**config.mk**
```make
export PLATFORM = sky130hd
export DESIGN_NAME = sar_conv_ctrl
export DESIGN_NICKNAME = d
export VERILOG_FILES = /design/src/rtl/sarc_pkg.sv /design/src/rtl/sarc_req_filter.sv /design/src/rtl/sarc_frame_seq.sv /design/src/rtl/sarc_sar_core.sv /design/src/rtl/sarc_out_reg.sv /design/src/rtl/sar_conv_ctrl.sv
export SDC_FILE = /design/constraint.sdc
export NUM_CORES = 1
export LEC_CHECK = 0
export CAP_MARGIN = 20
export CORE_AREA = 2 2 55 57
export DETAILED_ROUTE_END_ITERATION = 7
export DIE_AREA = 0 0 57 59
export GPL_ROUTABILITY_DRIVEN = 0
export PLACE_DENSITY_LB_ADDON = 0.08
export SLEW_MARGIN = 20
export SYNTH_ARGS = -nofsm -noshare
export SYNTH_HDL_FRONTEND = slang
export SYNTH_SLANG_ARGS = --single-unit
```
**constraint.sdc**
```tcl
create_clock -name clk -period 4.2 [get_ports clk]
set_input_delay 0.42 -clock clk [delete_from_list [all_inputs] [get_ports clk]]
set_output_delay 0.42 -clock clk [all_outputs]
set_load 0.02 [all_outputs]
```
**src/rtl/sarc_pkg.sv**
```systemverilog
package sarc_pkg;
  typedef enum logic [1:0] {
    ST_IDLE  = 2'd0,
    ST_RESET = 2'd1,
    ST_FRAME = 2'd2
  } seq_state_e;
endpackage

```
**src/rtl/sarc_req_filter.sv**
```systemverilog
module sarc_req_filter (
  input  logic clk,
  input  logic rst_n,
  input  logic conv_req,
  output logic req_ok
);
  logic req_q;

  always_ff @(posedge clk) begin
    if (!rst_n) req_q <= 1'b0;
    else        req_q <= conv_req;
  end

  // high on this edge and on the one before
  assign req_ok = conv_req & req_q;
endmodule

```
**src/rtl/sarc_frame_seq.sv**
```systemverilog
module sarc_frame_seq
  import sarc_pkg::*;
#(
  parameter int NBITS   = 8,
  parameter int SETTLE  = 6,
  parameter int RST_CYC = 2,
  localparam int FRAME  = SETTLE + NBITS,
  localparam int FCW    = $clog2(FRAME),
  localparam int RCW    = $clog2(RST_CYC + 1),
  localparam int BW     = $clog2(NBITS)
) (
  input  logic          clk,
  input  logic          rst_n,
  input  logic          req_ok,
  input  logic          conv_req,
  input  logic          sleep,
  output logic          busy,
  output logic          frame_start,
  output logic          settle_end,
  output logic          trial_en,
  output logic [BW-1:0] trial_idx,
  output logic          frame_last
);
  localparam logic [FCW-1:0] F_LAST   = FCW'(FRAME - 1);
  localparam logic [FCW-1:0] F_SETTLE = FCW'(SETTLE);
  localparam logic [FCW-1:0] F_SEND   = FCW'(SETTLE - 1);
  localparam logic [RCW-1:0] R_LAST   = RCW'(RST_CYC - 1);

  seq_state_e     state;
  logic [FCW-1:0] fcnt;
  logic [RCW-1:0] rcnt;
  logic [FCW-1:0] step;

  always_ff @(posedge clk) begin
    if (!rst_n) begin
      state <= ST_IDLE;
      fcnt  <= '0;
      rcnt  <= '0;
    end else if (sleep) begin
      state <= ST_IDLE;
      fcnt  <= '0;
      rcnt  <= '0;
    end else begin
      case (state)
        ST_IDLE: if (req_ok) begin
          state <= ST_RESET;
          rcnt  <= '0;
        end
        ST_RESET: if (rcnt == R_LAST) begin
          state <= ST_FRAME;
          fcnt  <= '0;
        end else begin
          rcnt <= rcnt + 1'b1;
        end
        ST_FRAME: if (fcnt == F_LAST) begin
          fcnt <= '0;
          if (!conv_req) state <= ST_IDLE;
        end else begin
          fcnt <= fcnt + 1'b1;
        end
        default: state <= ST_IDLE;
      endcase
    end
  end

  always_comb begin
    busy        = (state == ST_FRAME);
    frame_last  = busy && (fcnt == F_LAST);
    settle_end  = busy && (fcnt == F_SEND);
    trial_en    = busy && (fcnt >= F_SETTLE);
    step        = fcnt - F_SETTLE;
    trial_idx   = BW'(NBITS - 1) - step[BW-1:0];
    frame_start = !sleep &&
                  (((state == ST_RESET) && (rcnt == R_LAST)) ||
                   (frame_last && conv_req));
  end
endmodule

```
**src/rtl/sarc_sar_core.sv**
```systemverilog
module sarc_sar_core #(
  parameter int NBITS = 8,
  localparam int BW   = $clog2(NBITS)
) (
  input  logic             clk,
  input  logic             rst_n,
  input  logic             settle_end,
  input  logic             trial_en,
  input  logic [BW-1:0]    trial_idx,
  input  logic             cmp_hi,
  output logic [NBITS-1:0] dac_code,
  output logic [NBITS-1:0] sar_next
);
  logic [NBITS-1:0] sar;

  always_comb begin
    sar_next = sar;
    for (int i = 0; i < NBITS; i++) begin
      if (BW'(i) == trial_idx)
        sar_next[i] = cmp_hi;
      else if ((trial_idx != '0) && (BW'(i) == trial_idx - 1'b1))
        sar_next[i] = 1'b1;
    end
  end

  always_ff @(posedge clk) begin
    if (!rst_n)          sar <= '0;
    else if (settle_end) sar <= {1'b1, {(NBITS-1){1'b0}}};
    else if (trial_en)   sar <= sar_next;
  end

  assign dac_code = sar;
endmodule

```
**src/rtl/sarc_out_reg.sv**
```systemverilog
module sarc_out_reg #(
  parameter int NBITS = 8
) (
  input  logic             clk,
  input  logic             rst_n,
  input  logic             load,
  input  logic [NBITS-1:0] d,
  output logic [NBITS-1:0] dout,
  output logic             eoc
);
  always_ff @(posedge clk) begin
    if (!rst_n) begin
      dout <= '0;
      eoc  <= 1'b0;
    end else begin
      eoc <= load;
      if (load) dout <= d;
    end
  end
endmodule

```
**src/rtl/sar_conv_ctrl.sv**
```systemverilog
module sar_conv_ctrl #(
  parameter int NBITS   = 8,
  parameter int CH_W    = 3,
  parameter int SETTLE  = 6,
  parameter int RST_CYC = 2,
  localparam int BW     = $clog2(NBITS)
) (
  input  logic             clk,
  input  logic             rst_n,
  input  logic             conv_req,
  input  logic             sleep,
  input  logic [CH_W-1:0]  chan_sel,
  input  logic             cmp_hi,
  output logic [NBITS-1:0] dac_code,
  output logic [CH_W-1:0]  mux_sel,
  output logic             busy,
  output logic             eoc,
  output logic [NBITS-1:0] dout
);
  logic             req_ok;
  logic             frame_start;
  logic             settle_end;
  logic             trial_en;
  logic [BW-1:0]    trial_idx;
  logic             frame_last;
  logic [NBITS-1:0] sar_next;

  sarc_req_filter u_req (
    .clk      (clk),
    .rst_n    (rst_n),
    .conv_req (conv_req),
    .req_ok   (req_ok)
  );

  sarc_frame_seq #(.NBITS(NBITS), .SETTLE(SETTLE), .RST_CYC(RST_CYC)) u_seq (
    .clk         (clk),
    .rst_n       (rst_n),
    .req_ok      (req_ok),
    .conv_req    (conv_req),
    .sleep       (sleep),
    .busy        (busy),
    .frame_start (frame_start),
    .settle_end  (settle_end),
    .trial_en    (trial_en),
    .trial_idx   (trial_idx),
    .frame_last  (frame_last)
  );

  sarc_sar_core #(.NBITS(NBITS)) u_sar (
    .clk        (clk),
    .rst_n      (rst_n),
    .settle_end (settle_end && !sleep),
    .trial_en   (trial_en && !sleep),
    .trial_idx  (trial_idx),
    .cmp_hi     (cmp_hi),
    .dac_code   (dac_code),
    .sar_next   (sar_next)
  );

  sarc_out_reg #(.NBITS(NBITS)) u_out (
    .clk   (clk),
    .rst_n (rst_n),
    .load  (frame_last && !sleep),
    .d     (sar_next),
    .dout  (dout),
    .eoc   (eoc)
  );

  always_ff @(posedge clk) begin
    if (!rst_n)           mux_sel <= '0;
    else if (frame_start) mux_sel <= chan_sel;
  end
endmodule

```
-- Word-level counts from Yosys, hierarchy flattened
Index checks and enable logic that the tools add are counted.
- flip-flop bits (word level): 29
- input port bits: 8
- word-level logic and storage cells: 101
- add/sub/neg operators: 5
- $lt $le $gt $ge: 1
- equal/unequal tests: 24
- mux-type cells: 29
- bitwise gates (word level): 2
- reduce and logical (&&, ||, !) cells: 31
- operators with widths (operator ; count):
    == test 3 bit, first input constant ; 8
    logical AND 1 bit ; 17
    two-way mux 1 bit ; 16
    two-way mux 8 bit ; 2
    == test 2 x 3 -> 1 bit, first input constant ; 4
    two-way mux 2 bit ; 6
    two-way mux 4 bit ; 2
    != test 2 bit, second input constant ; 4
    case mux 4 bit (2 select lines) ; 1
    == test 1 x 3 -> 1 bit, first input constant ; 2
    zero test 3 bit ; 2
    case mux 2 bit (3 select lines) ; 1
    nonzero test 2 bit ; 3
    adder 4 x 1 -> 4 bit, second input constant ; 1
    == test 2 x 1 -> 1 bit, second input constant ; 2
    == test 4 x 3 -> 1 bit, second input constant ; 1
    == test 4 bit, second input constant ; 1
    >= comparator 4 x 3 -> 1 bit, second input constant ; 1
    case mux 2 bit (2 select lines) ; 1
    AND reduction 4 bit ; 1
    OR reduction 2 bit ; 2
    AND reduction 3 bit ; 1
    nonzero test 3 bit ; 1
    subtractor 3 x 1 -> 3 bit, second input constant ; 1
    other kinds (11) ; 11

-- Depth between registers and ports, before layout
Gate-level depths: netlist of the first run.
- depth in word-level cells: 9
- gate-level depth with buffers: 6

-- Modules after synthesis
From an unflattened synthesis of the first run, not the netlist that was laid out.
- cells, all modules: 183
- area, all modules: 1564.0 sq um
- by module, submodules not included (module ; instances ; cells each ; area an instance (sq um)):
    sarc_sar_core ; 1 ; 76 ; 565.5
    sarc_frame_seq ; 1 ; 65 ; 509.2
    sarc_out_reg ; 1 ; 27 ; 329.1
    sar_conv_ctrl ; 1 ; 12 ; 127.6
    sarc_req_filter ; 1 ; 3 ; 32.5

-- Worst setup path before layout of the first run
OpenSTA, ideal clock, no wires.
- path type: reg-to-reg
- start: register u_seq.fcnt[2]
- end: register u_sar.sar[7] (netlist: u_sar.dac_code[7])
- setup time: 0.126 ns
- arrival time: 1.556 ns
- required time: 4.074 ns
- slack: 2.518 ns
- cell stages (with the launch flop): 7
- period minus slack after synthesis: 1.682 ns
- cell sequence: dfxtp_1 -> ha_1 -> buf_2 -> nor3b_1 -> mux2_2 -> mux2i_1 -> a21boi_0
- word-level cells in the longest chain between the ends: 9
- elaborated cells on any way between the ends: 18
- RTL lines (element ; RTL line ; source):
    from (decl) ; sarc_frame_seq.sv:30 ; logic [FCW-1:0] fcnt;
    from (signal assigned) ; sarc_frame_seq.sv:59 ; fcnt <= fcnt + 1'b1;
    subtractor 3 bit ; sarc_frame_seq.sv:71 ; step = fcnt - F_SETTLE;
    subtractor 3 bit ; sarc_frame_seq.sv:72 ; trial_idx = BW'(NBITS - 1) - step[BW-1:0];
    subtractor 3 x 1 -> 3 bit ; sarc_sar_core.sv:21 ; else if ((trial_idx != '0) && (BW'(i) == trial_idx - 1'b1))
    == test 3 bit ; sarc_sar_core.sv:21 ;
    logical AND 1 bit ; sarc_sar_core.sv:21 ;
    two-way mux 1 bit ; sarc_sar_core.sv:21 ;
    two-way mux 1 bit ; sarc_sar_core.sv:19 ; if (BW'(i) == trial_idx)
    two-way mux 8 bit ; sarc_sar_core.sv:29 ; else if (trial_en) sar <= sar_next;
    two-way mux 8 bit ; sarc_sar_core.sv:28 ; else if (settle_end) sar <= {1'b1, {(NBITS-1){1'b0}}};
    to (signal assigned) ; sarc_sar_core.sv:28 ;
    to (signal assigned) ; sarc_sar_core.sv:29 ;
    to (decl) ; sarc_sar_core.sv:14 ; logic [NBITS-1:0] sar;
Parallel ways exist; a longest one is shown, timed or not. The select of a mux whose other input is x is not followed.
A chain may end at the register's enable or synchronous reset.

-- Final worst setup path of the first run
- start: register u_seq.state[1]
- end: output busy
- word-level cells in the longest chain between the ends: 1
- RTL lines (element ; RTL line ; source):
    from (decl) ; sarc_frame_seq.sv:29 ; seq_state_e state;
    from (signal assigned) ; sarc_frame_seq.sv:36 ; state <= ST_IDLE;
    from (signal assigned) ; sarc_frame_seq.sv:40 ; state <= ST_IDLE;
    from (signal assigned) ; sarc_frame_seq.sv:46 ; state <= ST_RESET;
    == test 2 bit ; sarc_frame_seq.sv:67 ; busy = (state == ST_FRAME);
    to (decl) ; sar_conv_ctrl.sv:16 ; output logic busy,
No other way between the ends.

==> impl_results.md, run 1 <==
* Status: completed
* Fillers at 261
* Top-count cell post-synth: dfxtp_1
* Initial antenna violation count at 0
* Asr flop ratio synth at 0%
* Number of nets in the layout at 191
* Synth Cell Area at 0.00144 mm2
* Achievable Freq at 462 MHz
* DIE AREA at 0.00336 mm2
* CTS tree: built
* Tcrit/Tclk final at 51.6%
* Die H at 59 um
* Vias in the first global route at 1,158
* Setup CP Type: flip-flop to output port
* Ant. Diodes at 0
* Crit start category: flip-flop
* Area Growth Syn to Fin at 22.4%
* Final setup violation count at 0
* Slew margin rel. at 52.9%
* Initial Util at 53.0%
* Layout cell share with drive strength beyond 1 at 14.4%
* Num CTS Buffers at 5
* Die span in x at 57 um
* Post-synthesis compound-gate area fraction at 15.8%
* XOR/XNOR Fraction of Synth Area at 0%
* Post-synthesis simple-gate area fraction at 26.3%
* CTS sink count at 29
* Final wirelength at 3.01 mm
* DR vias at 1,191
* Core area at 0.00271 mm2
* Pins Over Slew Limit at 0
* Clock tree buffer depth at 2
* Tightest Pin Transition at 704 ps
* Leak at 0.640 nW
* First-pass GRT wire length at 5.00 mm
* Adder-cell area share of the yosys netlist at 1.74%
* YS warnings at 0
* Final hold vios at 0
* # rows at 19
* DR WL/cell at 14.2 um
* Port Buffers at 28
* Post-route setup slack at 2030 ps
* Final setup TNS at 0 ps
* Top cells by area, synth: dfxtp_1 (40%), mux2i_1 (6.3%), o21ai_0 (4.2%)
* Worst vdd ir at 190 uV
* Combinational family with the most area after synthesis: simple AND/OR/NAND/NOR gates
* Postcts setup bufs at 0
* Synth top area share at 40.5%
* Yosys reg bits at 29
* Most used flip-flop cell after synthesis: dfxtp_1
* Gate Count Post-Synth at 153
* CTS HTree Levels at 2
* CTS resizes at 0
* Post-synthesis mux area share at 10.2%
* Flop2flop setup slack at 2180 ps
* Clock transition at path regs at 90 ps
* Synth area leader: dfxtp_1
* Crit end category: output port
* Mean Syn Cell Area at 9.38 um2
* Pre-CTS WS at 2140 ps
* WP data arrival at 1750 ps
* Pwr/cell area at 263 mW/mm2
* Final min period at 2170 ps
* I/O pin total at 29
* GRT Total Usage at 19.6%
* CTS root buffer: clkbuf_4
* Critical Path RT at 3780 ps
* Dpl hpwl at 2.20 mm
* DRT iter0 DRCs at 31
* DR pass1 iterations at 4
* Synth cell types at 37
* Hold crit path type: flip-flop to flip-flop
* Max-cap viol count at 0
* Final Non-Filler Cells at 212
* Sequential cell area fraction in the yosys report at 40.5%
* Largest net degree at the start of global routing at 20
* Post-route ant nets at 0
* Total DRC errors in the routed layout at 0
* Commonest cells post-synth: dfxtp_1 (29), nor2_1 (13), o21ai_0 (12)
* EDFF count, synth at 0
* Clock Latency Late Sink at 310 ps
* Syn nets at 163
* Unrepaired setup endpoints after global routing: no
* GRT Residual Overflow at 0
* Vias per inst at 5.62
* Dpl cells at 205
* Hold buffers post-CTS at 0
* Fin Clk Skew at 7.27 ps
* Crit path max fanout at 6
[kinds of logic (layout without fill, tap and decap cells)]
| group | after synthesis | after routing |
|---|---|---|
| AND/OR/NAND/NOR | 60 | 60 |
| AO/OA/AOI/OAI | 34 | 34 |
| flip-flops | 29 | 29 |
| multiplexers | 14 | 14 |
| buffers and inverters | 14 | 42 |
| adder cells (fa/ha/maj) | 2 | 2 |
[layout by cell type (no fill, tap or decap), drive strengths merged]
cell type / n
clkdlybuf4s50: 28
dfxtp: 29
a32oi: 1
clkbuf: 7
nand3b: 1
nand2: 11
ha: 2
a21boi: 1
nor3: 3
and2: 1
mux2i: 9
nor3b: 3
and4b: 1
o22ai: 3
nand2b: 3
nor4b: 2
and2b: 2
a21o: 1
inv: 7
nand4b: 4
o311a: 1
mux2: 5
nor2b: 8
and3b: 1
a211oi: 5
nor2: 16
nand3: 4
o21ai: 12
a21oi: 10
[layer usage]
layer	wire length, um	global-route usage, %	vias to the layer above
li1	-	-	590
met1	1490	24.3	557
met2	1340	30.4	34
met3	113	5.46	10
met4	73	12.3	0
met5	0	0	-
[power by group]
group          total (mW)  internal (mW)  switching (mW)
Clock               0.166         0.0789          0.0875
Combinational      0.0196        0.00915          0.0105
Sequential          0.276          0.275        0.000516
Total               0.462          0.364          0.0985
[area by class of cell]
cell class / count / area (um2) / area share (%)
clock buffers: 7 / 55.1 / 3.13
inverters: 7 / 26.3 / 1.50
multi-input cells: 110 / 776 / 44.2
flip-flops and latches: 29 / 581 / 33.0
well taps: 31 / 38.8 / 2.21
repair buffers: 28 / 280 / 16.0
[final timing paths]
kind | startpoint | to | depth (start not counted)
setup / recovery | u_seq.state[1] | busy | 3
setup reg to reg | u_seq.fcnt[1] | u_sar.dac_code[7] | 5
hold / removal | u_out.dout[5] | u_out.dout[5] | 2
hold reg to reg | u_out.dout[5] | u_out.dout[5] | 2
[per-stage QoR]
stage          hold WS (ps)  total power, mW  util [%]  cell area [um2]
2_1_floorplan           457            0.292         -             1440
3_3_place_gp            455            0.301      62.8             1700
3_5_place_dp            467            0.302      62.8             1700
4_1_cts                 479            0.467      64.8             1760
5_1_grt                 505            0.483      64.8             1760
6_report                478            0.462      64.8             1760
[registers in the layout (all words and copies together), names as in the netlist]
register / cells
u_seq.state: 2
u_out.dout: 8
u_sar.dac_code: 8
u_seq.fcnt: 4
u_req.req_q: 1
u_seq.rcnt: 2
mux_sel: 3
u_out.eoc: 1
[worst max-delay path, stage by stage, from the launching register on]
cell and delay, ps:
dfxtp_1 470, nand2b_4 130, inv_1 180, clkdlybuf4s50_1 640
No activity file was read; power rests on OpenSTA's default activity.
==> run 2: changes to the inputs <==
--- a/config.mk
+++ b/config.mk
@@ -6,9 +6,9 @@
 export NUM_CORES = 1
 export LEC_CHECK = 0
 export CAP_MARGIN = 20
-export CORE_AREA = 2 2 55 57
+export CORE_AREA = 2 2 60 62
 export DETAILED_ROUTE_END_ITERATION = 7
-export DIE_AREA = 0 0 57 59
+export DIE_AREA = 0 0 62 64
 export GPL_ROUTABILITY_DRIVEN = 0
 export PLACE_DENSITY_LB_ADDON = 0.08
 export SLEW_MARGIN = 20
==> constraint.sdc (replaced) <==
create_clock -name clk -period 1.9 [get_ports clk]
set_input_delay 0.19 -clock clk [delete_from_list [all_inputs] [get_ports clk]]
set_output_delay 0.19 -clock clk [all_outputs]
set_load 0.02 [all_outputs]
==> impl_results.md, run 2 (same netlist as run 1, synthesis figures left out) <==
* DR WL/cell at 13.5 um
* Pwr/cell area at 586 mW/mm2
* GRT Residual Overflow at 0
* Initial antenna violation count at 0
* Delay of the slowest critical-path stage at 410 ps
* Postcts setup bufs at 0
* CTS tree: built
* Clock tree buffer depth at 2
* Post-route ant nets at 0
* Pins Over Slew Limit at 0
* Tightest Pin Transition at 518 ps
* DR vias at 1,202
* DR pass1 iterations at 4
* Hold buffers post-CTS at 0
* Largest net degree at the start of global routing at 17
* Max-cap viol count at 0
* Clock Latency Late Sink at 320 ps
* DRT iter0 DRCs at 69
* Vias in the first global route at 1,165
* First-pass GRT wire length at 5.40 mm
* Leak at 0.698 nW
* Hold_ws at 429 ps
* Fillers at 317
* Achievable Freq at 599 MHz
* Post-DP Area at 0.00177 mm2
* Critical Path RT at 2110 ps
* Port Buffers at 28
* CTS sink count at 29
* Unrepaired setup endpoints after global routing: no
* Number of nets in the layout at 196
* Hold crit path type: input port to flip-flop
* Die H at 64 um
* Setup CP Type: flip-flop to flip-flop
* Crit end category: flip-flop
* WP data arrival at 1880 ps
* Clock transition at path regs at 100 ps
* Dpl hpwl at 2.30 mm
* Vias per inst at 5.16
* Dpl cells at 225
* I/O pin total at 29
* Layout cell share with drive strength beyond 1 at 18.2%
* Crit start category: flip-flop
* CTS root buffer: clkbuf_4
* Commonest non-fill, non-tap cells in the layout: dfxtp_1 (28), clkdlybuf4s50_1 (27), nor2_1 (13)
* Final wirelength at 3.15 mm
* Fin Clk Skew at 11.2 ps
* Initial Util at 43.7%
* Area Growth Syn to Fin at 28.5%
* GRT Total Usage at 18.4%
* CTS HTree Levels at 2
* Final min period at 1670 ps
* Worst path slowest cell: ha_1
* Num CTS Buffers at 5
* Total DRC errors in the routed layout at 0
* Tcrit/Tclk final at 87.8%
* Most common cell after layout, fill and taps aside: dfxtp_1
* Final Non-Filler Cells at 233
* Status: completed
* Final hold vios at 0
* Crit path max fanout at 9
* Final Cell Area at 0.00184 mm2
* # rows at 21
* Final setup TNS at 0 ps
* Slew margin rel. at 65.4%
* Core area at 0.00328 mm2
* Die span in x at 62 um
* Worst vdd ir at 344 uV
* Ant. Diodes at 0
* DIE AREA at 0.00397 mm2
* Final setup violation count at 0
* Crit-path cells: ha_1 > nor3b_1 > mux2_2 > mux2i_1 > a21boi_0
[run 2: cell types whose count changed in the layout (fill, tap and decap cells not counted)]
cell	previous run	this run
clkbuf_1	1	0
buf_12	0	1
clkbuf_8	1	2
clkdlybuf4s50_1	28	27
buf_4	0	4
clkinv_2	0	1
dfxtp_1	29	28
dfxtp_2	0	1
dlymetal6s2s_1	0	1
[run 2: routing by layer]
layer  vias up  wire length [um]  track usage (%)
met1       563              1500             24.3
li1        608                 -                -
met2        26              1460             27.6
met4         0                40             5.59
met3         5               148             6.68
met5         -                 0                0
[run 2: layout make-up]
class                           instances  area (um2)  share of cell area, %
Clock inverter                          1        5.00                  0.271
Timing Repair Buffer                   33         333                   18.0
Tap cell                               46        57.6                   3.12
Inverter                                7        26.3                   1.42
Sequential cell                        29         582                   31.5
Clock buffer                            7        65.1                   3.53
Multi-Input combinational cell        110         776                   42.1
[run 2: final timing paths]
path / start / to / slack [ps] / cells after the start
setup / recovery: u_seq.fcnt[1] / u_sar.dac_code[7] / 230 / 5
hold / removal: chan_sel[0] / mux_sel[0] / 430 / 3
setup reg to reg: u_seq.fcnt[1] / u_sar.dac_code[7] / 230 / 5
hold reg to reg: u_out.dout[5] / u_out.dout[5] / 480 / 2
[run 2: per-stage QoR]
stage	setup WS (ps)	util, %	power [mW]
after floorplan	218	-	0.645
after global placement	257	53.9	0.668
after detailed placement	218	53.9	0.669
after CTS	15.9	56.1	1.10
after global routing	130	56.2	1.13
final	232	56.2	1.08
[run 2: worst max-delay path: cells and delay by family, from the launching register on]
kind                     cells  cell delay (ps)
adder cells (fa/ha/maj)      1              410
AND/OR/NAND/NOR              1              230
flip-flops                   1              320
multiplexers                 2              510
AO/OA/AOI/OAI                1               90
[run 2: timing repair]
| item | 4_1_cts | 5_1_grt |
|---|---|---|
| resized for setup | 1 | 1 |
| gates cloned | 0 | 0 |
| setup endpoints to repair | 1 | 1 |
[run 2: report_power, final]
part | switching (mW) | leakage [nW] | internal [mW] | total [mW]
clock network | 0.211 | 0.0413 | 0.214 | 0.426
registers | 0.00120 | 0.234 | 0.609 | 0.610
logic | 0.0229 | 0.423 | 0.0214 | 0.0444
total | 0.235 | 0.698 | 0.845 | 1.08
